File: src/rtl/arb_pkg.sv
package arb_pkg;
  typedef enum logic [1:0] {
    ARB_FIXED  = 2'b00,
    ARB_ROTATE = 2'b01,
    ARB_HYBRID = 2'b10,
    ARB_PINGPG = 2'b11
  } arb_mode_e;
endpackage

File: src/rtl/arb_policy.sv
module arb_policy
  import arb_pkg::*;
#(
  parameter int N_REQ = 4,
  localparam int IDX_W = $clog2(N_REQ)
) (
  input  arb_mode_e          mode_i,
  input  logic [N_REQ-1:0]   elig_i,
  input  logic [IDX_W-1:0]   rr_ptr_i,
  input  logic [IDX_W-1:0]   ext_ptr_i,
  input  logic               last_cpu_i,
  output logic               win_vld_o,
  output logic [IDX_W-1:0]   win_idx_o
);
  // returns {hit, idx}: first set bit after ptr, wrapping
  function automatic logic [IDX_W:0] rr_pick(input logic [N_REQ-1:0] v,
                                             input logic [IDX_W-1:0] ptr);
    logic [IDX_W:0] r;
    int j;
    r = '0;
    for (int k = N_REQ; k >= 1; k--) begin
      j = (int'(ptr) + k) % N_REQ;
      if (v[j]) r = {1'b1, IDX_W'(j)};
    end
    return r;
  endfunction

  function automatic logic [IDX_W:0] fix_pick(input logic [N_REQ-1:0] v);
    logic [IDX_W:0] r;
    r = '0;
    for (int i = N_REQ - 1; i >= 0; i--) begin
      if (v[i]) r = {1'b1, IDX_W'(i)};
    end
    return r;
  endfunction

  logic [N_REQ-1:0] ext_v;
  logic [IDX_W:0]   fix_r, all_r, ext_r, sel_r;
  logic             cpu_e, ext_e;

  assign ext_v = {elig_i[N_REQ-1:1], 1'b0};
  assign fix_r = fix_pick(elig_i);
  assign all_r = rr_pick(elig_i, rr_ptr_i);
  assign ext_r = rr_pick(ext_v, ext_ptr_i);
  assign cpu_e = elig_i[0];
  assign ext_e = |ext_v;

  always_comb begin
    unique case (mode_i)
      ARB_FIXED:  sel_r = fix_r;
      ARB_ROTATE: sel_r = all_r;
      ARB_HYBRID: sel_r = cpu_e ? {1'b1, IDX_W'(0)} : ext_r;
      ARB_PINGPG: begin
        if (cpu_e && ext_e) sel_r = last_cpu_i ? ext_r : {1'b1, IDX_W'(0)};
        else if (cpu_e)     sel_r = {1'b1, IDX_W'(0)};
        else                sel_r = ext_r;
      end
      default:    sel_r = fix_r;
    endcase
  end

  assign win_vld_o = sel_r[IDX_W];
  assign win_idx_o = sel_r[IDX_W-1:0];
endmodule

File: src/rtl/arb_retry_mask.sv
module arb_retry_mask #(
  parameter int N_REQ = 4,
  parameter int CNT_W = 4
) (
  input  logic             clk_i,
  input  logic             rst_ni,
  input  logic             retry_i,
  input  logic [N_REQ-1:0] owner_oh_i,
  input  logic [CNT_W-1:0] reload_i,
  output logic [N_REQ-1:0] masked_o
);
  for (genvar g = 0; g < N_REQ; g++) begin : g_cnt
    logic [CNT_W-1:0] cnt_q;
    logic             load;
    assign load = retry_i && owner_oh_i[g];

    always_ff @(posedge clk_i or negedge rst_ni) begin
      if (!rst_ni)             cnt_q <= '0;
      else if (load)           cnt_q <= reload_i;
      else if (cnt_q != '0)    cnt_q <= cnt_q - 1'b1;
    end

    assign masked_o[g] = (cnt_q != '0);

    assert_mask_countdown_R8: assert property (@(posedge clk_i) disable iff (!rst_ni)
      (cnt_q != '0 && !load) |=> (cnt_q == $past(cnt_q) - 1'b1))
      else $error("mask counter skipped a step");
  end
endmodule

File: src/rtl/arb_dead_timer.sv
module arb_dead_timer #(
  parameter int DEAD_CYC = 16,
  localparam int DW = $clog2(DEAD_CYC)
) (
  input  logic clk_i,
  input  logic rst_ni,
  input  logic gnt_vld_i,
  input  logic decide_i,
  input  logic bus_idle_i,
  input  logic frame_start_i,
  output logic expire_o
);
  logic [DW-1:0] cnt_q;
  logic          run;

  assign run      = gnt_vld_i && bus_idle_i && !frame_start_i;
  assign expire_o = run && (cnt_q == DW'(DEAD_CYC - 1));

  always_ff @(posedge clk_i or negedge rst_ni) begin
    if (!rst_ni)                cnt_q <= '0;
    else if (decide_i || !run)  cnt_q <= '0;
    else                        cnt_q <= cnt_q + 1'b1;
  end

  assert_dead_restart_R9: assert property (@(posedge clk_i) disable iff (!rst_ni)
    expire_o |=> (cnt_q == '0))
    else $error("dead timer kept running after expiry");
  assert_frame_clears_R10: assert property (@(posedge clk_i) disable iff (!rst_ni)
    frame_start_i |=> (cnt_q == '0))
    else $error("dead timer not restarted by cycle start");
endmodule

File: src/rtl/arb_lock_track.sv
module arb_lock_track #(
  parameter int N_REQ = 4,
  localparam int IDX_W = $clog2(N_REQ)
) (
  input  logic             clk_i,
  input  logic             rst_ni,
  input  logic             lock_i,
  input  logic             gnt_vld_i,
  input  logic [IDX_W-1:0] owner_i,
  output logic             active_o,
  output logic [IDX_W-1:0] owner_o
);
  always_ff @(posedge clk_i or negedge rst_ni) begin
    if (!rst_ni) begin
      active_o <= 1'b0;
      owner_o  <= '0;
    end else if (!lock_i) begin
      active_o <= 1'b0;
    end else if (!active_o && gnt_vld_i) begin
      active_o <= 1'b1;
      owner_o  <= owner_i;
    end
  end

  assert_lock_release_R13: assert property (@(posedge clk_i) disable iff (!rst_ni)
    !lock_i |=> !active_o)
    else $error("lock not released");
  assert_lock_owner_stable_R12: assert property (@(posedge clk_i) disable iff (!rst_ni)
    (active_o && lock_i) |=> (active_o && $stable(owner_o)))
    else $error("lock owner moved while held");
endmodule

File: src/rtl/four_req_arbiter.sv
module four_req_arbiter
  import arb_pkg::*;
#(
  parameter int N_REQ    = 4,
  parameter int RETRY_W  = 4,
  parameter int DEAD_CYC = 16,
  localparam int IDX_W   = $clog2(N_REQ)
) (
  input  logic               clk_i,
  input  logic               rst_ni,
  input  logic [1:0]         mode_i,
  input  logic               lock_total_i,
  input  logic [RETRY_W-1:0] retry_reload_i,
  input  logic [N_REQ-1:0]   req_i,
  input  logic               bus_idle_i,
  input  logic               frame_start_i,
  input  logic               retry_i,
  input  logic               lock_i,
  output logic [N_REQ-1:0]   gnt_o,
  output logic               lock_active_o,
  output logic [IDX_W-1:0]   lock_owner_o
);
  logic             gnt_vld_q, last_cpu_q;
  logic [IDX_W-1:0] gnt_idx_q, rr_ptr_q, ext_ptr_q;
  logic [N_REQ-1:0] owner_oh, retry_masked, lock_filt, elig, elig_pol;
  logic             expire, owner_ok, decide, win_vld;
  logic [IDX_W-1:0] win_idx;
  arb_mode_e        mode;

  assign mode      = arb_mode_e'(mode_i);
  assign owner_oh  = gnt_vld_q ? (N_REQ'(1) << gnt_idx_q) : '0;
  assign lock_filt = (lock_active_o && lock_total_i) ? (N_REQ'(1) << lock_owner_o) : '1;
  assign elig      = req_i & ~retry_masked & lock_filt;
  assign elig_pol  = expire ? (elig & ~owner_oh) : elig;
  assign owner_ok  = |(elig & owner_oh);
  assign decide    = bus_idle_i && (!owner_ok || expire);

  arb_retry_mask #(.N_REQ(N_REQ), .CNT_W(RETRY_W)) u_retry (
    .clk_i, .rst_ni, .retry_i, .owner_oh_i(owner_oh),
    .reload_i(retry_reload_i), .masked_o(retry_masked));

  arb_dead_timer #(.DEAD_CYC(DEAD_CYC)) u_dead (
    .clk_i, .rst_ni, .gnt_vld_i(gnt_vld_q), .decide_i(decide),
    .bus_idle_i, .frame_start_i, .expire_o(expire));

  arb_lock_track #(.N_REQ(N_REQ)) u_lock (
    .clk_i, .rst_ni, .lock_i, .gnt_vld_i(gnt_vld_q), .owner_i(gnt_idx_q),
    .active_o(lock_active_o), .owner_o(lock_owner_o));

  arb_policy #(.N_REQ(N_REQ)) u_policy (
    .mode_i(mode), .elig_i(elig_pol), .rr_ptr_i(rr_ptr_q), .ext_ptr_i(ext_ptr_q),
    .last_cpu_i(last_cpu_q), .win_vld_o(win_vld), .win_idx_o(win_idx));

  always_ff @(posedge clk_i or negedge rst_ni) begin
    if (!rst_ni) begin
      gnt_vld_q  <= 1'b0;
      gnt_idx_q  <= '0;
      rr_ptr_q   <= IDX_W'(N_REQ - 1);
      ext_ptr_q  <= IDX_W'(N_REQ - 1);
      last_cpu_q <= 1'b0;
    end else if (decide) begin
      gnt_vld_q <= win_vld;
      gnt_idx_q <= win_idx;
      if (win_vld) begin
        rr_ptr_q   <= win_idx;
        last_cpu_q <= (win_idx == '0);
        if (win_idx != '0) ext_ptr_q <= win_idx;
      end
    end
  end

  assign gnt_o = owner_oh;

  assert_onehot_gnt_R2: assert property (@(posedge clk_i) disable iff (!rst_ni)
    $onehot0(gnt_o))
    else $error("more than one grant");
  assert_busy_hold_R2: assert property (@(posedge clk_i) disable iff (!rst_ni)
    !bus_idle_i |=> $stable(gnt_o))
    else $error("grant moved while bus busy");
  assert_dead_revoke_R9: assert property (@(posedge clk_i) disable iff (!rst_ni)
    expire |=> (gnt_o != $past(gnt_o)))
    else $error("expired owner kept grant");
  assert_total_lock_R11: assert property (@(posedge clk_i) disable iff (!rst_ni)
    (lock_active_o && lock_total_i) |=>
      (gnt_o == '0 || $stable(gnt_o) || gnt_o[$past(lock_owner_o)]))
    else $error("non-locker granted under total lock");

  for (genvar g = 0; g < N_REQ; g++) begin : g_chk
    assert_masked_no_grant_R8: assert property (@(posedge clk_i) disable iff (!rst_ni)
      (retry_masked[g] && !gnt_o[g]) |=> !gnt_o[g])
      else $error("masked requester granted");
  end
endmodule

File: config.mk
export PLATFORM = sky130hd
export DESIGN_NAME = four_req_arbiter
export DESIGN_NICKNAME = d
export VERILOG_FILES = /design/src/rtl/arb_pkg.sv /design/src/rtl/arb_policy.sv /design/src/rtl/arb_retry_mask.sv /design/src/rtl/arb_dead_timer.sv /design/src/rtl/arb_lock_track.sv /design/src/rtl/four_req_arbiter.sv
export SDC_FILE = /design/constraint.sdc
export NUM_CORES = 1
export LEC_CHECK = 0
export BUFFER_PORTS_ARGS = -buffer_cell sky130_fd_sc_hd__buf_2
export CORE_MARGIN = 8
export CORE_UTILIZATION = 45
export CTS_CLUSTER_DIAMETER = 100
export DETAILED_ROUTE_END_ITERATION = 8
export HOLD_SLACK_MARGIN = 0.06
export PLACE_DENSITY = 0.79
export RECOVER_POWER = 25
export SYNTH_ARGS = -nofsm -noshare
export SYNTH_HDL_FRONTEND = slang
export SYNTH_HIERARCHICAL = 1
export SYNTH_SLANG_ARGS = --single-unit
File: constraint.sdc
create_clock -name clk_i -period 2.7 [get_ports clk_i]
set_clock_uncertainty 0.2 [all_clocks]
set_input_delay 0.135 -clock clk_i [delete_from_list [all_inputs] [get_ports clk_i]]
set_output_delay 0.135 -clock clk_i [all_outputs]
set_load 0.005 [all_outputs]
==> metrics, run 1 <==
status complete, but fails checks; failing checks capacitance limit, slew limit; drt initial violations a little under 80; IO Pins 24; final wirelength ~5000 um; Post-Syn Instances approximately 210; pwr dens 963 nW/um2; # fillers 350; GR Overflow Total 0; detailed-routing wirelength on met1 approximately 2100 um; Static Leak around 1.2 nW; Synth Area in Compound Gates 0.146; number of detailed-route iterations in the first pass 4; final setup vio count 0; Nets around 300; Max-slew headroom -0.0985; final worst slack around 0.022 ns; via count roughly 1.8k; root buffer cell clkbuf_8; Die W roughly 84 um; Hold Startpoint retry_i; unrepaired setup endpoints after global routing yes; CTS HTree Levels 2; # port buffers 23; # clock sinks 31; DR vias/cell about 5.5; main combinational cell family by area after synthesis simple AND/OR/NAND/NOR gates; worst r2r dst last_cpu_q; area share of fa/ha/maj cells after synthesis 0.0595; Post-synth EDFFs 0; Max Slew Vio Count 32; slew of the pin with the lowest slew margin between 1.5 and 2 ns; top layer in use met4; CP max-delay cell dfrtp_1; Worst Setup Path Type register to register; first-pass GRT wire length approximately 7700 um; CTS tree yes; wire length per cell 15.4 um; CORE AREA ~4400 um2; CTS Buf Count 5; initial antenna violation count 0; Hold Path Class primary input to register; Antenna Nets Post-Route 0; NetSw approximately 0.96 mW; Die H between 80 and 90 um; Rows 24; Logic pwr share 0.529; Worst setup EP type register; post-route clock period utilization 0.992; Final Wtd Congestion 0.871; Unique masters post-synth around 50; Synth area leader dfrtp_1; Synth top cells by count 27 x dfrtp_1, 25 x nor2_1, 21 x inv_1; GRT Overall Usage 0.131; Initial Util 0.470; Post-Place Worst Slack -0.0589 ns; CP dominant cell by count inv_1; Final Hold Viols 0; register area share after synthesis 0.379; Sw Share 0.371; Detail Placement HPWL around 3500 um; min Tclk post-route approximately 2.7 ns; worst endpoint required time roughly 2.7 ns; Peak VDD IR ~0.64 mV; internal power between 1.5 and 2 mW; Max Cap Violations 1; area share of the largest cell type after synthesis 0.328; R2R Setup Slk 0.02 ns; RR Startpoint u_retry/g_cnt[3].cnt_q[1]; reg2reg path depth 12; Arrival @ worst endpoint ~2.6 ns; Clk pin slew, worst setup/hold paths roughly 0.060 ns; overall power 2.59 mW; Hold Path Depth 3; Yosys reg bits 31; vias in the first global route ~1.7k; routed wl met2 roughly 2600 um; Reg power frac 0.340; largest net degree at the start of global routing 32; crit-path max FO 5; synthesized cell area 2060 um2; Synth Area in Simple Gates 0.209; multiplexer share of the synthesized area 0.120; Hold Slack between 0.09 and 0.1 ns; Worst setup SP type register; largest cells by area after synthesis dfrtp_1 33%, ha_1 5.5%, dfstp_2 5.1%; top-count cell post-synth dfrtp_1; P&R area growth vs syn 30.6%; Worst Hold Path EP u_retry/g_cnt[1].cnt_q[0]; ys flop type dfrtp_1; Bufs on Longest Clock Path 2; Fmax 373 MHz; FFs w/ async S/R, synth 1.00; power share of the clock group 0.131; xor-xnor portion of the synthesized cell area 0.0467; metal3 WL about 190 um; post-synth net total 235; worst-skew pair later-pin latency roughly 0.28 ns; warnings from Yosys 6; Die ar. 7000 um2; CP cell instances inv_2, ha_4, nor3b_4, inv_1, nand2b_4, a211oi_4, inv_1, a311oi_1, o221ai_1, nand3_2, nor2_1, mux2_4; syn avg cell area 9.87 um2; # diodes 0; layout cells sized above 1 0.385; max incr delay on CP around 0.39 ns; drt drc 0
==> cells by family (layout without fill, tap and decap cells) <==
| kind of cell | Yosys count | count (layout) |
|---|---|---|
| AND/OR/NAND/NOR | 69 | 69 |
| XOR/XNOR | 11 | 11 |
| AO/OA/AOI/OAI | 45 | 45 |
| adder cells (fa/ha/maj) | 10 | 10 |
| multiplexers | 21 | 21 |
| buffers and inverters | 22 | 86 |
| flip-flops | 31 | 31 |
==> how the worst max path moves through the flow <==
stage | from | endpoint | slack [ns] | cells past startpoint
floorplan | u_retry/g_cnt[2].cnt_q[0] | ext_ptr_q[1] | 0.01 | 13
global placement | u_retry/g_cnt[3].cnt_q[1] | ext_ptr_q[0] | -0.002 | 12
global route | u_retry/g_cnt[3].cnt_q[1] | last_cpu_q | -0.1 | 12
finish | u_retry/g_cnt[3].cnt_q[1] | last_cpu_q | 0.02 | 12
detailed placement | u_retry/g_cnt[3].cnt_q[0] | ext_ptr_q[0] | -0.06 | 12
CTS | u_retry/g_cnt[3].cnt_q[0] | ext_ptr_q[0] | 0.02 | 13
==> what timing repair did <==
action / CTS / global route
setup buffers: 1 / 7
hold endpoints to repair: 50 / 0
resized for setup: 2 / 28
setup endpoints to repair: 3 / 11
pin swaps: 2 / 10
hold buffers: 8 / 0
==> flip-flops by register name, indices dropped and copies added, names as in the netlist <==
name	flops
last_cpu_q	1
gnt_idx_q	2
u_dead/cnt_q	4
rr_ptr_q	2
ext_ptr_q	2
gnt_vld_q	1
u_retry/g_cnt.cnt_q	16
u_lock/owner_o	2
u_lock/active_o	1
==> stage by stage <==
step / instances / cell area, um2 / TNS, ns / util
2_1_floorplan: 209 / 2080 / 0 / -
3_3_place_gp: 301 / 2390 / -0.00234 / 0.545
4_1_cts: 318 / 2560 / 0 / 0.585
5_1_grt: 325 / 2690 / -0.562 / 0.614
3_5_place_dp: 301 / 2390 / -0.114 / 0.545
6_report: 325 / 2690 / 0 / 0.614
==> power by group through the flow <==
stage          logic, mW  registers, mW  clock network, mW
6_report            1.37          0.880              0.340
5_1_grt             1.50          0.906              0.370
4_1_cts             1.20          0.863              0.351
3_5_place_dp        1.18          0.872                  0
3_3_place_gp        1.11          0.860                  0
2_1_floorplan      0.834          0.839                  0
==> placed cells by master (no fill, tap or decap), types with 6 or more instances in the layout <==
cell type / n
ha_1: 7
xnor2_1: 10
dfrtp_1: 27
mux2_2: 7
buf_4: 24
dlygate4sd3_1: 8
nand2_1: 12
mux2_4: 6
nor2_1: 25
a21oi_1: 12
buf_2: 22
inv_1: 16
mux2i_1: 7
==> cell type report <==
type                       instances  area [um2]  share of cell area
clock buffer                       7        76.3              0.0283
clock inverter                     1        5.00             0.00186
inverter                          21        78.8              0.0293
multi-input combinational        156        1290               0.479
sequential                        31         781               0.290
tap                               52        65.1              0.0242
timing repair buffer              57         397               0.147
==> worst max-delay path: cells and delay by family, from the launching register on <==
kind	cells	cell delay, ns
adders and majority gates	1	0.15
and+or+nand+nor	4	0.55
muxes	1	0.27
DFF	1	0.39
AOI/OAI and AO/OA	3	0.73
buffers and inverters	3	0.28
==> per-layer routing <==
metal  track usage  vias to the layer above
met1         0.144                      846
li1              -                      863
met5             0                        -
met4        0.0628                        0
met2         0.234                       64
met3        0.0244                       13
Power figures use the tool's default switching activity.
==> run 2: changes to the inputs <==
--- a/config.mk
+++ b/config.mk
@@ -5,13 +5,13 @@
 export SDC_FILE = /design/constraint.sdc
 export NUM_CORES = 1
 export LEC_CHECK = 0
-export BUFFER_PORTS_ARGS = -buffer_cell sky130_fd_sc_hd__buf_2
-export CORE_MARGIN = 8
-export CORE_UTILIZATION = 45
+export BUFFER_PORTS_ARGS = -buffer_cell sky130_fd_sc_hd__buf_4
+export CORE_MARGIN = 4
+export CORE_UTILIZATION = 40
 export CTS_CLUSTER_DIAMETER = 100
 export DETAILED_ROUTE_END_ITERATION = 8
 export HOLD_SLACK_MARGIN = 0.06
-export PLACE_DENSITY = 0.79
+export PLACE_DENSITY = 0.72
 export RECOVER_POWER = 25
 export SYNTH_ARGS = -nofsm -noshare
 export SYNTH_HDL_FRONTEND = slang
==> metrics, run 2 (same netlist as run 1, synthesis figures left out) <==
layout cells sized above 1 0.478 (+0.0932); Nets 319 (+7.0%); drt drc 0 (unchanged); routed wl met2 2710 um (+5.0%); worst endpoint required time 2.67 ns (about the same); Hold Path Depth 3 (unchanged); via count 1818 (+1.8%); Final Hold Viols 0 (unchanged); drt initial violations 63 (-20%); Rows 25 (+4.2%); Layout Utilization 0.617 (+0.00259); CTS tree yes; most frequent cells in the layout 67 x buf_4, 27 x dfrtp_1, 24 x nor2_1, 13 x inv_1; Worst Setup Path Type register to register; crit-path max FO 5 (unchanged); DR vias/cell 5.05 (-8.1%); largest net degree at the start of global routing 32 (unchanged); top layer in use met4; Bufs on Longest Clock Path 2 (unchanged); worst-skew pair later-pin latency 0.28 ns (about the same); GR Overflow Total 0 (unchanged); GRT Overall Usage 0.167 (+0.0366); final wirelength 5260 um (+4.8%); Hold Slack 0.0752 ns (-0.0153 ns); CTS Buf Count 5 (unchanged); pwr dens 922 nW/um2 (-4.2%); status complete, but fails checks; root buffer cell clkbuf_8; CTS HTree Levels 2 (unchanged); failing checks capacitance limit, slew limit; slew of the pin with the lowest slew margin 1.71 ns (+0.0615 ns); Final Wtd Congestion 0.885 (+1.6%); unrepaired setup endpoints after global routing yes; detailed-routing wirelength on met1 2290 um (+9.1%); Post-Place Worst Slack -0.163 ns (-0.104 ns); placed cell area 2560 um2 (+7.3%); reg2reg path depth 12 (unchanged); metal3 WL 215 um (+15%); Static Leak 1.39 nW (+11%); Die W 79.8 um (-4.7%); # fillers 413 (+18%); Max Cap Violations 1 (unchanged); max reg flops 16 (unchanged); min Tclk post-route 2.70 ns (+0.0201 ns); IO Pins 24 (unchanged); # diodes 0 (unchanged); Worst setup EP type register; Hold Path Class primary input to register; Detail Placement HPWL 3680 um (+5.4%); Die ar. 6370 um2 (-9.1%); Peak VDD IR 0.497 mV (-22%); Top reg by flops u_retry/g_cnt.cnt_q; Fmax 371 MHz (-0.75%); Worst setup SP type register; biggest regs u_retry/g_cnt.cnt_q (16), u_dead/cnt_q (4); most common cell after layout, fill and taps aside buf_4; Initial Util 0.425 (-0.0450); Antenna Nets Post-Route 0 (unchanged); final setup vio count 0 (unchanged); initial antenna violation count 0 (unchanged); # port buffers 23 (unchanged); number of detailed-route iterations in the first pass 4 (unchanged); Die H 79.8 um (-4.7%); Final Cell Area 2990 um2 (+11%); wire length per cell 14.6 um (-5.4%); CORE AREA 4850 um2 (+11%); Clk pin slew, worst setup/hold paths 0.07 ns (about the same); setup TNS 0 ns (unchanged); post-route clock period utilization 0.999 (+0.00746); Max-slew headroom -0.139 (-0.0410); Max Slew Vio Count 32 (unchanged); final worst slack 0.00227 ns (-0.0201 ns); # clock sinks 31 (unchanged); P&R area growth vs syn 45.1%; Arrival @ worst endpoint 2.66 ns (+0.02 ns); first-pass GRT wire length 8350 um (+8.6%); R2R Setup Slk 0.002 ns (-0.02 ns); vias in the first global route 1832 (+6.1%)
[run 2: changes by cell type in the layout (fill, tap and decap cells not counted), moves of 2 or more]
cell and delta:
ha_1 -3, o21ai_0 -3, inv_2 +3, clkbuf_1 -2, inv_1 -3, buf_4 +43, o21ai_2 +2, ha_2 +3
buf_2 -22
[run 2: final timing paths]
check                                      from                   endpoint
worst max-delay path            u_dead/cnt_q[0]               gnt_idx_q[1]
worst min-delay path                    retry_i  u_retry/g_cnt[0].cnt_q[3]
worst max register to register  u_dead/cnt_q[0]               gnt_idx_q[1]
max in group asynchronous                rst_ni  u_retry/g_cnt[0].cnt_q[1]
worst min register to register       last_cpu_q                 last_cpu_q
min in group asynchronous                rst_ni               gnt_idx_q[1]
[run 2: layer usage]
metal,up-vias,GRT usage
met5,-,0
met4,0,0.0372
met3,6,0.0395
met2,42,0.300
met1,874,0.203
li1,896,-
[run 2: final cells by class]
class                           instances  area [um2]  area share
Inverter                               21        78.8      0.0263
Clock inverter                          1        5.00     0.00167
Sequential cell                        31         781       0.261
Timing Repair Buffer                   78         609       0.204
Tap cell                               67        83.8      0.0280
Clock buffer                            6        82.6      0.0276
Multi-Input combinational cell        156        1350       0.452
[run 2: power breakdown]
group,internal (mW),switching [mW]
clock,0.200,0.168
sequential,0.676,0.209
combinational,0.888,0.618
total,1.76,0.995
[run 2: stage by stage]
step	total power, mW	instances
2_1_floorplan	1.67	209
3_3_place_gp	2.08	329
3_5_place_dp	2.14	329
4_1_cts	2.64	352
5_1_grt	2.98	360
6_report	2.76	360
[run 2: worst max-delay path, stage by stage, from the launching register on]
cell       delay [ns]
dfrtp_1          0.38
ha_2             0.20
nand3_2          0.08
nor3_4           0.31
a211oi_2         0.12
buf_4            0.16
buf_4            0.14
nor3_2           0.19
o21ai_1          0.11
o2111ai_2        0.12
o31ai_4          0.13
buf_4            0.16
mux2_1           0.27
[run 2: what timing repair did]
item,CTS,global route
hold endpoints to repair,54,0
pin swaps,7,12
hold buffers,8,0
resized for setup,15,33
endpoints found under the setup margin,4,7
setup buffers,8,8
